**src/rtl/l3ser_pkg.sv**
```systemverilog
package l3ser_pkg;

  localparam int NUM_WAITS = 5;

  typedef enum logic [2:0] {
    W_LOW   = 3'd0,
    W_HIGH  = 3'd1,
    W_SETUP = 3'd2,
    W_HOLD  = 3'd3,
    W_HALT  = 3'd4
  } waitSel_e;

  typedef enum logic [2:0] {
    ST_IDLE,
    ST_OPEN,
    ST_SETUP,
    ST_BLO,
    ST_BHI,
    ST_HOLD,
    ST_HALT
  } l3State_e;

  // strobes from the sequencer to the datapath, all single-cycle
  typedef struct packed {
    logic       latchCfg;
    logic       openLines;
    logic       closeLines;
    logic       clkLo;
    logic       clkHi;
    logic       loadByte;
    logic [1:0] byteSel;
    logic       shiftOut;
    logic       sampleIn;
    logic       releaseData;
    logic       emitRead;
    logic       loadWait;
    waitSel_e   waitSel;
  } l3Strobe_t;

endpackage

```
**src/rtl/l3ser_dpath.sv**
```systemverilog
module l3ser_dpath
  import l3ser_pkg::*;
#(
  parameter int CW    = 8,
  parameter int BW    = 8,
  parameter int NDATA = 2
) (
  input  logic                clk,
  input  logic                rstN,
  input  l3Strobe_t           stb,
  input  logic [CW-1:0]       tLow,
  input  logic [CW-1:0]       tHigh,
  input  logic [CW-1:0]       tSetup,
  input  logic [CW-1:0]       tHold,
  input  logic [CW-1:0]       tHalt,
  input  logic [BW-1:0]       cmdByte,
  input  logic [NDATA*BW-1:0] payload,
  input  logic                l3DataIn,
  output logic                waitDone,
  output logic                l3Clk,
  output logic                l3Mode,
  output logic                l3DataOut,
  output logic                l3DataOe,
  output logic                rdValid,
  output logic [BW-1:0]       rdData
);

  localparam int NFRAME = NDATA + 1;
  localparam logic [CW-1:0] ONE = CW'(1);

  logic [CW-1:0] tIn  [NUM_WAITS];
  logic [CW-1:0] tReg [NUM_WAITS];
  logic [BW-1:0] frame [NFRAME];
  logic [BW-1:0] txSh;
  logic [BW-1:0] rxSh;
  logic [CW-1:0] waitCnt;
  logic [CW-1:0] waitVal;
  logic [BW-1:0] byteVal;

  assign tIn[0] = tLow;
  assign tIn[1] = tHigh;
  assign tIn[2] = tSetup;
  assign tIn[3] = tHold;
  assign tIn[4] = tHalt;

  // timing counts captured at start, zero clamped to one
  always_ff @(posedge clk or negedge rstN) begin
    if (!rstN) begin
      for (int i = 0; i < NUM_WAITS; i++) tReg[i] <= ONE;
    end else if (stb.latchCfg) begin
      for (int i = 0; i < NUM_WAITS; i++) tReg[i] <= (tIn[i] == '0) ? ONE : tIn[i];
    end
  end

  // frame bytes captured at start: command first, then data bytes
  always_ff @(posedge clk or negedge rstN) begin
    if (!rstN) begin
      for (int k = 0; k < NFRAME; k++) frame[k] <= '0;
    end else if (stb.latchCfg) begin
      frame[0] <= cmdByte;
      for (int k = 0; k < NDATA; k++) frame[k+1] <= payload[k*BW +: BW];
    end
  end

  always_comb begin
    case (stb.waitSel)
      W_LOW:   waitVal = tReg[0];
      W_HIGH:  waitVal = tReg[1];
      W_SETUP: waitVal = tReg[2];
      W_HOLD:  waitVal = tReg[3];
      W_HALT:  waitVal = tReg[4];
      default: waitVal = ONE;
    endcase
  end

  always_comb begin
    case (stb.byteSel)
      2'd0:    byteVal = frame[0];
      2'd1:    byteVal = frame[1];
      2'd2:    byteVal = frame[2];
      default: byteVal = '0;
    endcase
  end

  // shared phase timer: loaded with length-1, reports its last cycle
  always_ff @(posedge clk or negedge rstN) begin
    if (!rstN)                waitCnt <= '0;
    else if (stb.loadWait)    waitCnt <= waitVal - ONE;
    else if (waitCnt != '0)   waitCnt <= waitCnt - ONE;
  end
  assign waitDone = (waitCnt == '0);

  // line drivers
  always_ff @(posedge clk or negedge rstN) begin
    if (!rstN) begin
      l3Clk     <= 1'b0;
      l3Mode    <= 1'b0;
      l3DataOut <= 1'b0;
      l3DataOe  <= 1'b0;
      txSh      <= '0;
    end else begin
      if (stb.openLines) begin
        l3Clk     <= 1'b1;
        l3Mode    <= 1'b1;
        l3DataOut <= 1'b1;
        l3DataOe  <= 1'b1;
      end
      if (stb.closeLines) begin
        l3Clk     <= 1'b0;
        l3Mode    <= 1'b0;
        l3DataOut <= 1'b0;
        l3DataOe  <= 1'b0;
      end
      if (stb.clkLo)       l3Clk    <= 1'b0;
      if (stb.clkHi)       l3Clk    <= 1'b1;
      if (stb.releaseData) l3DataOe <= 1'b0;
      if (stb.loadByte)    txSh     <= byteVal;
      if (stb.shiftOut) begin
        l3DataOut <= txSh[0];
        txSh      <= txSh >> 1;
      end
    end
  end

  // receive path, LSB first
  always_ff @(posedge clk or negedge rstN) begin
    if (!rstN) begin
      rxSh    <= '0;
      rdData  <= '0;
      rdValid <= 1'b0;
    end else begin
      rdValid <= stb.emitRead;
      if (stb.sampleIn) rxSh   <= {l3DataIn, rxSh[BW-1:1]};
      if (stb.emitRead) rdData <= rxSh;
    end
  end

endmodule

```
**src/rtl/l3ser_ctrl.sv**
```systemverilog
module l3ser_ctrl
  import l3ser_pkg::*;
#(
  parameter int BW = 8
) (
  input  logic      clk,
  input  logic      rstN,
  input  logic      startReq,
  input  logic      isRead,
  input  logic      twoBytes,
  input  logic      waitDone,
  output l3Strobe_t stb,
  output logic      busy,
  output logic      done
);

  localparam int BITW = (BW > 1) ? $clog2(BW) : 1;
  localparam logic [BITW-1:0] LAST_BIT = BITW'(BW - 1);

  l3State_e        state, nxt;
  logic [1:0]      byteIdx, byteNxt;
  logic [BITW-1:0] bitIdx, bitNxt;
  logic            rdMode, twoMode, finish;
  logic [1:0]      lastIdx;

  assign lastIdx = twoMode ? 2'd2 : 2'd1;
  assign busy    = (state != ST_IDLE);

  always_comb begin
    stb         = '0;
    stb.waitSel = W_LOW;
    nxt         = state;
    byteNxt     = byteIdx;
    bitNxt      = bitIdx;
    finish      = 1'b0;
    case (state)
      ST_IDLE: if (startReq) begin
        stb.latchCfg  = 1'b1;
        stb.openLines = 1'b1;
        byteNxt       = 2'd0;
        nxt           = ST_OPEN;
      end
      ST_OPEN: begin
        stb.clkLo    = 1'b1;
        stb.loadByte = 1'b1;
        stb.byteSel  = 2'd0;
        stb.loadWait = 1'b1;
        stb.waitSel  = W_SETUP;
        nxt          = ST_SETUP;
      end
      ST_SETUP: if (waitDone) begin
        stb.clkLo    = 1'b1;
        stb.shiftOut = 1'b1;
        stb.loadWait = 1'b1;
        stb.waitSel  = W_LOW;
        bitNxt       = '0;
        nxt          = ST_BLO;
      end
      ST_BLO: if (waitDone) begin
        stb.clkHi    = 1'b1;
        stb.sampleIn = rdMode && (byteIdx != 2'd0);
        stb.loadWait = 1'b1;
        stb.waitSel  = W_HIGH;
        nxt          = ST_BHI;
      end
      ST_BHI: if (waitDone) begin
        if (bitIdx == LAST_BIT) begin
          stb.emitRead = rdMode && (byteIdx != 2'd0);
          stb.loadWait = 1'b1;
          stb.waitSel  = W_HOLD;
          nxt          = ST_HOLD;
        end else begin
          bitNxt       = bitIdx + 1'b1;
          stb.clkLo    = 1'b1;
          stb.shiftOut = 1'b1;
          stb.loadWait = 1'b1;
          stb.waitSel  = W_LOW;
          nxt          = ST_BLO;
        end
      end
      ST_HOLD: if (waitDone) begin
        if (byteIdx == lastIdx) begin
          stb.closeLines = 1'b1;
          finish         = 1'b1;
          nxt            = ST_IDLE;
        end else if (byteIdx == 2'd0) begin
          byteNxt         = 2'd1;
          stb.loadByte    = 1'b1;
          stb.byteSel     = 2'd1;
          stb.releaseData = rdMode;
          stb.loadWait    = 1'b1;
          stb.waitSel     = W_SETUP;
          nxt             = ST_SETUP;
        end else begin
          byteNxt      = 2'd2;
          stb.loadByte = 1'b1;
          stb.byteSel  = 2'd2;
          stb.clkLo    = 1'b1;
          stb.loadWait = 1'b1;
          stb.waitSel  = W_HALT;
          nxt          = ST_HALT;
        end
      end
      ST_HALT: if (waitDone) begin
        stb.clkHi    = 1'b1;
        stb.loadWait = 1'b1;
        stb.waitSel  = W_SETUP;
        nxt          = ST_SETUP;
      end
      default: nxt = ST_IDLE;
    endcase
  end

  always_ff @(posedge clk or negedge rstN) begin
    if (!rstN) begin
      state   <= ST_IDLE;
      byteIdx <= '0;
      bitIdx  <= '0;
      rdMode  <= 1'b0;
      twoMode <= 1'b0;
      done    <= 1'b0;
    end else begin
      state   <= nxt;
      byteIdx <= byteNxt;
      bitIdx  <= bitNxt;
      done    <= finish;
      if (stb.latchCfg) begin
        rdMode  <= isRead;
        twoMode <= twoBytes;
      end
    end
  end

endmodule

```
**src/rtl/l3ser_master.sv**
```systemverilog
module l3ser_master
  import l3ser_pkg::*;
#(
  parameter int CW = 8
) (
  input  logic          clk,
  input  logic          rstN,
  input  logic          startReq,
  input  logic          isRead,
  input  logic          twoBytes,
  input  logic [7:0]    cmdByte,
  input  logic [15:0]   payload,
  input  logic [CW-1:0] tLow,
  input  logic [CW-1:0] tHigh,
  input  logic [CW-1:0] tSetup,
  input  logic [CW-1:0] tHold,
  input  logic [CW-1:0] tHalt,
  output logic          busy,
  output logic          done,
  output logic          rdValid,
  output logic [7:0]    rdData,
  output logic          l3Clk,
  output logic          l3Mode,
  output logic          l3DataOut,
  output logic          l3DataOe,
  input  logic          l3DataIn
);

  localparam int BW    = 8;
  localparam int NDATA = 2;

  l3Strobe_t stb;
  logic      waitDone;

  l3ser_ctrl #(.BW(BW)) u_ctrl (
    .clk      (clk),
    .rstN     (rstN),
    .startReq (startReq),
    .isRead   (isRead),
    .twoBytes (twoBytes),
    .waitDone (waitDone),
    .stb      (stb),
    .busy     (busy),
    .done     (done)
  );

  l3ser_dpath #(.CW(CW), .BW(BW), .NDATA(NDATA)) u_dpath (
    .clk       (clk),
    .rstN      (rstN),
    .stb       (stb),
    .tLow      (tLow),
    .tHigh     (tHigh),
    .tSetup    (tSetup),
    .tHold     (tHold),
    .tHalt     (tHalt),
    .cmdByte   (cmdByte),
    .payload   (payload),
    .l3DataIn  (l3DataIn),
    .waitDone  (waitDone),
    .l3Clk     (l3Clk),
    .l3Mode    (l3Mode),
    .l3DataOut (l3DataOut),
    .l3DataOe  (l3DataOe),
    .rdValid   (rdValid),
    .rdData    (rdData)
  );

endmodule

```
**config.mk**
```make
export PLATFORM = sky130hd
export DESIGN_NAME = l3ser_master
export DESIGN_NICKNAME = d
export VERILOG_FILES = /design/src/rtl/l3ser_pkg.sv /design/src/rtl/l3ser_dpath.sv /design/src/rtl/l3ser_ctrl.sv /design/src/rtl/l3ser_master.sv
export SDC_FILE = /design/constraint.sdc
export NUM_CORES = 1
export LEC_CHECK = 0
export CAP_MARGIN = 25
export CORE_MARGIN = 5
export CORE_UTILIZATION = 53
export CTS_CLUSTER_DIAMETER = 80
export DETAILED_ROUTE_END_ITERATION = 10
export PLACE_DENSITY_LB_ADDON = 0.15
export SETUP_SLACK_MARGIN = 0.15
export SLEW_MARGIN = 5
export SYNTH_ARGS = -nofsm -noshare
export SYNTH_HDL_FRONTEND = slang
export SYNTH_SLANG_ARGS = --single-unit
```
**constraint.sdc**
```tcl
create_clock -name clk -period 3.5 [get_ports clk]
set_input_delay 0.7 -clock clk [delete_from_list [all_inputs] [get_ports clk]]
set_output_delay 0.7 -clock clk [all_outputs]
set_load 0.005 [all_outputs]
```
==> results of run 1 <==
==> final cells by class <==
| type | count | area (um^2) | area share |
|---|---|---|---|
| Tap cell | 133 | 166 | 0.0260 |
| Inverter | 2 | 7.51 | 0.00117 |
| Sequential cell | 112 | 2810 | 0.439 |
| Clock buffer | 13 | 169 | 0.0264 |
| Timing Repair Buffer | 103 | 993 | 0.155 |
| Multi-Input combinational cell | 430 | 2230 | 0.348 |
| Clock inverter | 3 | 23.8 | 0.00372 |
==> repair_timing <==
action                                  4_1_cts  5_1_grt
endpoints found under the setup margin        0        3
gates resized for setup                       0        1
hold buffers                                  0        0
==> power breakdown <==
group,switching [mW],internal (mW)
logic,0.0442,0.0722
registers,0,1.29
clock network,0.427,0.322
total,0.471,1.69
==> cells by family after synthesis <==
group	after synthesis	share of synthesized area
buffers and inverters	31	0.0260
XOR/XNOR	6	0.0102
flip-flops	112	0.545
AO/OA/AOI/OAI	89	0.118
AND/OR/NAND/NOR	314	0.255
multiplexers	18	0.0388
adder cells (fa/ha/maj)	3	0.00728
==> sequential cells by signal (all words and copies together) (netlist names), 2 cells and up <==
signal	cells
u_dpath.txSh	8
u_dpath.rdData	8
u_dpath.frame	24
u_dpath.waitCnt	8
u_ctrl.state	3
u_ctrl.bitIdx	3
u_dpath.rxSh	8
u_ctrl.byteIdx	2
u_dpath.tReg	40
==> cells in the final DEF, fill, tap and decap left out, drive strengths merged, types with 7 or more instances in the layout <==
cell type / synthesis / final
buf: 7 / 20
a222oi: 8 / 8
a21oi: 13 / 13
o21ai: 26 / 26
nor3: 10 / 10
nor2: 27 / 27
nand3: 7 / 7
nand2: 238 / 238
mux2: 13 / 13
dfrtp: 107 / 107
clkdlybuf4s50: 0 / 83
clkbuf: 22 / 13
==> worst max-delay path, delay by kind of cell, from the launching register on <==
family / cells / cell delay [ps]
AOI/OAI and AO/OA: 2 / 490
and+or+nand+nor: 4 / 1470
DFF: 1 / 400
buffers and inverters: 1 / 170
muxes: 2 / 530
==> worst min path at each step <==
stage	startpoint	to	slack [ps]	depth (start not counted)
6_report	rstN	u_dpath.rdValid	400	1
5_1_grt	rstN	u_dpath.rdValid	470	1
4_1_cts	rstN	u_dpath.rdValid	430	1
3_5_place_dp	u_dpath.rxSh[0]	u_dpath.rdData[0]	460	2
3_3_place_gp	u_dpath.rxSh[0]	u_dpath.rdData[0]	450	2
2_1_floorplan	rstN	u_ctrl.bitIdx[0]	400	0
==> metrics by stage <==
step	setup slack, ps	hold WS, ps
6_report	327	405
5_1_grt	151	474
4_1_cts	290	429
3_5_place_dp	313	459
3_3_place_gp	447	448
2_1_floorplan	429	404
==> layer usage <==
metal,global-route usage,share of wire
met3,0.0562,0.077
met2,0.336,0.46
met4,0.0784,0.013
met5,0,0
met1,0.325,0.45
==> impl_metrics.toml, run 1 <==
[run_status]
outcome = "finished clean"

[route]
vias = 4372
drt-total-wl_mm = 12.6
drtIter0Drc = 312
dr.pass1.iters = 6
viasPerCell = 5.49
drc_errors = 0
final_antenna_net_count = 0
wl_per_cell_um = 15.9

[synth]
synthArstFlopShare = 1.00
synth.top_cell.area_share = 0.519
yosysUniqueCellTypes = 57
ys_seq_area_frac = 0.545
yosysTopAreaCell = "dfrtp_1"
syn_area_um2 = 5160
synth_common_cells = "nand2_1, dfrtp_1, nor2_1"
synthCells = 573
yosysWarnings = 0
synth.top_cells.by_area = "dfrtp_1, nand2_1, mux2_2"
synth_nets = 646
syn_avg_cell_area_um2 = 9.00
synth_flop_cell = "dfrtp_1"
synth-edff-count = 0
ys_ff_latch = 112
yosysMostFrequentCell = "nand2_1"

[power]
p_per_area_nw_per_um2 = 338
p_leak_nw = 3.04
ir_worst_vdd_uv = 188
total_power_mw = 2.16

[floorplan]
coreArea_um2 = 9640
fp.dieW_um = 109
dieHeight_um = 109
start_util = 0.535
ios = 85
dieArea_um2 = 11800
std_cell_rows = 36

[placed_design]
gp_congestion = 0.907
hpwl_mm = 9.27
numPortBuffers = 84
placed_cells = 780
place_area_um2 = 6200

[finish]
nets = 731
antenna_cells = 0
drive_gt1_frac = 0.0965
post-route-util = 0.663
design_area_um2 = 6390
instances_no_fill = 796
area_growth_pct = 24.0
fillerInstances = 841

[timing]
layout_min_cycle_time_ps = 3170
tns_ps = 0
setup_viol = 0
clock_skew_ps = 7.94
worst_slew_pin_slew_ps = 789
fmax_ghz = 0.315
slew_headroom = 0.474
fin_crit_sh = 0.907
hold_viol = 0
drv_slew = 0
grt_setup_unrepaired = "no"

[critical_path]
endpoint = "u_dpath.waitCnt[5]"
cp.required_ps = 3770
path_cells = "or4_1, or2_4, o21a_1, mux2i_1, o311ai_1, buf_4, nor4b_4, nand2_1, mux2_4"
critPathKind = "flop to flop"
cp_max_fo = 10
r2r_cells = 9
endpoint_kind = "flop"
slowest_stage = "or4_1"
worstReg2RegEnd = "u_dpath.waitCnt[5]"
cp-start-kind = "flop"
slowest_delay_ps = 670
r2r-start = "u_dpath.waitCnt[5]"
critPathLaunch = "u_dpath.waitCnt[5]"
worstPathArrival_ps = 3440
r2r_slack_ps = 330

[clocking]
cts_buffers = 9
cts_buffer_depth = 2
clkLatencyLatePin_ps = 370
post-cts-setup-buffer-count = 0
clk_pin_slew_ps = 100
cts_tree = "built"
cts_root_buf = "clkbuf_8"
cts.htree.levels = 3
clkSinkCount = 112

[grt]
grt_usage = 0.226
overflow = 0
antenna_found_initial = 0
grt_pass1_wl_mm = 20.9
grt_max_degree = 63
grt_pass1_vias = 4246

[min_path]
hold_path.class = "primary input to asynchronous set/reset pin"

[flow_run]
drv_cap = 0
Power figures use the tool's default switching activity.
==> run 2: changes to the inputs <==
Settings changed: HOLD_SLACK_MARGIN set to 0.12.
==> results of run 2 <==
Final layout, timing and power as in run 1 (identical DEF).
==> run 3: changes to the inputs <==
Settings changed: ABC_AREA set to 1, CORE_UTILIZATION 53 to 54, PLACE_DENSITY set to 0.83, PLACE_DENSITY_LB_ADDON 0.15 to unset.
Clock period 3.5 ns to 3.35 ns, I/O delays scaled along.
==> run 3 against run 2 <==
Clock power up 5.9%. Cell area up 0.94%. Global-route usage down 1.3 points. Fmax up 13%. Critical path depth up 5. Sequential power up 71%. Largest power group unchanged. Synthesized cell count down 2.1%. Total power up 120%. Highest routed layer unchanged. Critical path type unchanged. Sequential share of layout area down 0.41 points. Sequential cell count unchanged.
==> impl_metrics.toml, run 3 <==
[run_status]
outcome = "finished clean"

[route]
drtIter0Drc = 317
dr.pass1.iters = 4
wl_per_cell_um = 15.1
vias = 4216
drc_errors = 0
drt-total-wl_mm = 11.8
final_antenna_net_count = 0
viasPerCell = 5.41

[finish]
ff_latch_area_um2 = 2810
antenna_cells = 0
largest_register = "u_dpath.tReg"
fillerInstances = 787
instances_no_fill = 779
multiInputGateArea_um2 = 2140
largestRegisters = "u_dpath.tReg x40, u_dpath.frame x24"
area_growth_pct = 22.1
design_area_um2 = 6450
largest_reg_flops = 40
final_cell_mix = "nand2_1, dfrtp_1, clkdlybuf4s50_1, inv_1, o21ai_0"
layout_commonest_cell = "nand2_1"
nets = 714
drive_gt1_frac = 0.149

[floorplan]
coreArea_um2 = 9640
std_cell_rows = 36
dieHeight_um = 109
ios = 85
start_util = 0.548
fp.dieW_um = 109
dieArea_um2 = 11900

[synth]
yosysUniqueCellTypes = 36
yosysMostFrequentCell = "nand2_1"
ys_seq_area_frac = 0.531
synthCells = 561
syn_area_um2 = 5290
synth.top_cells.by_area = "dfrtp_1, nand2_1, mux2_2"
yosysWarnings = 0
synth-edff-count = 0
yosysTopAreaCell = "dfrtp_1"
ys_ff_latch = 112
syn_avg_cell_area_um2 = 9.42
synth_nets = 634
synth_flop_cell = "dfrtp_1"
synth_common_cells = "nand2_1, dfrtp_1, inv_1"
synth.top_cell.area_share = 0.507
synthArstFlopShare = 1.00

[clocking]
cts_root_buf = "clkbuf_8"
post-cts-setup-buffer-count = 0
cts_buffer_depth = 2
cts_resized = 0
cts_buffers = 9
clkSinkCount = 112
cts_hold_buf = 0
clkLatencyLatePin_ps = 380
cts_tree = "built"
clk_pin_slew_ps = 110
cts.htree.levels = 3

[timing]
clock_skew_ps = 18.2
hold_slack_ps = 291
fmax_ghz = 0.356
hold_viol = 0
finalWorstSetupSlack_ps = 543
tns_ps = 0
worst_slew_pin_slew_ps = 651
slew_headroom = 0.566
fin_crit_sh = 0.838
grt_setup_unrepaired = "no"
drv_slew = 0
layout_min_cycle_time_ps = 2810
setup_viol = 0

[critical_path]
crit_buf_inv = 4
cp_max_fo = 14
slowest_stage = "dfrtp_1"
worstPathArrival_ps = 3050
critPathKind = "flop to flop"
path_cells = "nand3_4, a21oi_1, nand2_1, nand4_2, inv_1, nand2_1, nand2_1, inv_1, ha_1, inv_1, nor2_2, inv_2, o21ai_1, a21oi_1"
cp-start-kind = "flop"
cp.required_ps = 3600
critical-path-top-delay-family = "simple AND/OR/NAND/NOR gates"
slowest_delay_ps = 520
r2r-start = "u_ctrl.state[0]"
endpoint_kind = "flop"
worstReg2RegEnd = "u_dpath.waitCnt[4]"
r2r_slack_ps = 540
r2r_cells = 14

[placed_design]
placed_cells = 763
numPortBuffers = 84
hpwl_mm = 8.76
pre_cts_ws_ps = 667
gp_congestion = 0.920
place_area_um2 = 6260

[grt]
grtUsageMet2 = 0.354
met3_usage = 0.0385
grt_util_met1 = 0.289
grt_pass1_vias = 4252
antenna_found_initial = 0
grt_pass1_wl_mm = 20.0
grt_usage = 0.213
busiest_layer = "met2"
overflow = 0
grt_max_degree = 62

[min_path]
hold_path.class = "primary input to asynchronous set/reset pin"

[flow_run]
drv_cap = 0

[power]
p_per_area_nw_per_um2 = 751
p_leak_nw = 2.98
ir_worst_vdd_uv = 298
-- run 3: changes by cell type after synthesis, sizes merged, moves of 13 or more --
| cell | before | now |
|---|---|---|
| nand2 | 238 | 127 |
| nand3 | 7 | 26 |
| nor2 | 27 | 41 |
| o21ai | 26 | 45 |
| nand4 | 1 | 14 |
| mux2 | 13 | 39 |
| a21oi | 13 | 26 |
| inv | 1 | 72 |
-- run 3: layout make-up --
class                      count  share of cell area
clock buffer                  10              0.0213
sequential                   112               0.435
multi-input combinational    358               0.331
inverter                      73              0.0425
timing repair buffer          87               0.135
clock inverter                 6             0.00911
tap                          133              0.0258
-- run 3: worst register-to-register path, stage by stage (launching register included) --
cell and delay (ps):
dfrtp_1 520, nand3_4 160, a21oi_1 270, nand2_1 340
nand4_2 350, inv_1 160, nand2_1 130, nand2_1 70
inv_1 70, ha_1 130, inv_1 50, nor2_2 180
inv_2 60, o21ai_1 110, a21oi_1 70
-- run 3: how the worst max path moves through the flow --
stage                               endpoint                from  cells past startpoint  slack, ps
final                     u_dpath.waitCnt[4]     u_ctrl.state[0]                     14        540
after global routing      u_dpath.waitCnt[4]     u_ctrl.state[0]                     14        280
after CTS                 u_dpath.waitCnt[4]     u_ctrl.state[0]                     14        590
after detailed placement  u_dpath.waitCnt[4]  u_dpath.waitCnt[5]                     15        670
after global placement    u_dpath.waitCnt[4]  u_dpath.waitCnt[7]                     15        750
after floorplan           u_dpath.waitCnt[4]    u_ctrl.bitIdx[0]                     15       1120
-- run 3: kinds of logic after synthesis --
kind of cell	count (synthesis)	synth area share
AND/OR/NAND/NOR	218	0.199
AO/OA/AOI/OAI	97	0.111
buffers and inverters	91	0.0668
flip-flops	112	0.531
multiplexers	40	0.0850
adder cells (fa/ha/maj)	3	0.00710
-- run 3: routing by layer --
layer / vias to the layer above / part of all wire
met3: 12 / 0.057
met1: 2025 / 0.43
met4: 0 / 0.012
met2: 138 / 0.50
li1: 2041 / -
met5: - / 0
-- run 3: power breakdown --
group	internal, mW	total [mW]	switching [mW]	leakage [nW]
clock	0.307	0.793	0.487	0.0966
combinational	0.814	1.86	1.04	1.52
sequential	1.90	2.20	0.302	1.37
-- run 3: through the flow --
stage	total power [mW]	utilization
after floorplan	3.54	-
after global placement	3.94	0.649
after detailed placement	4.05	0.649
after CTS	4.85	0.670
after global routing	5.21	0.670
final	4.85	0.670
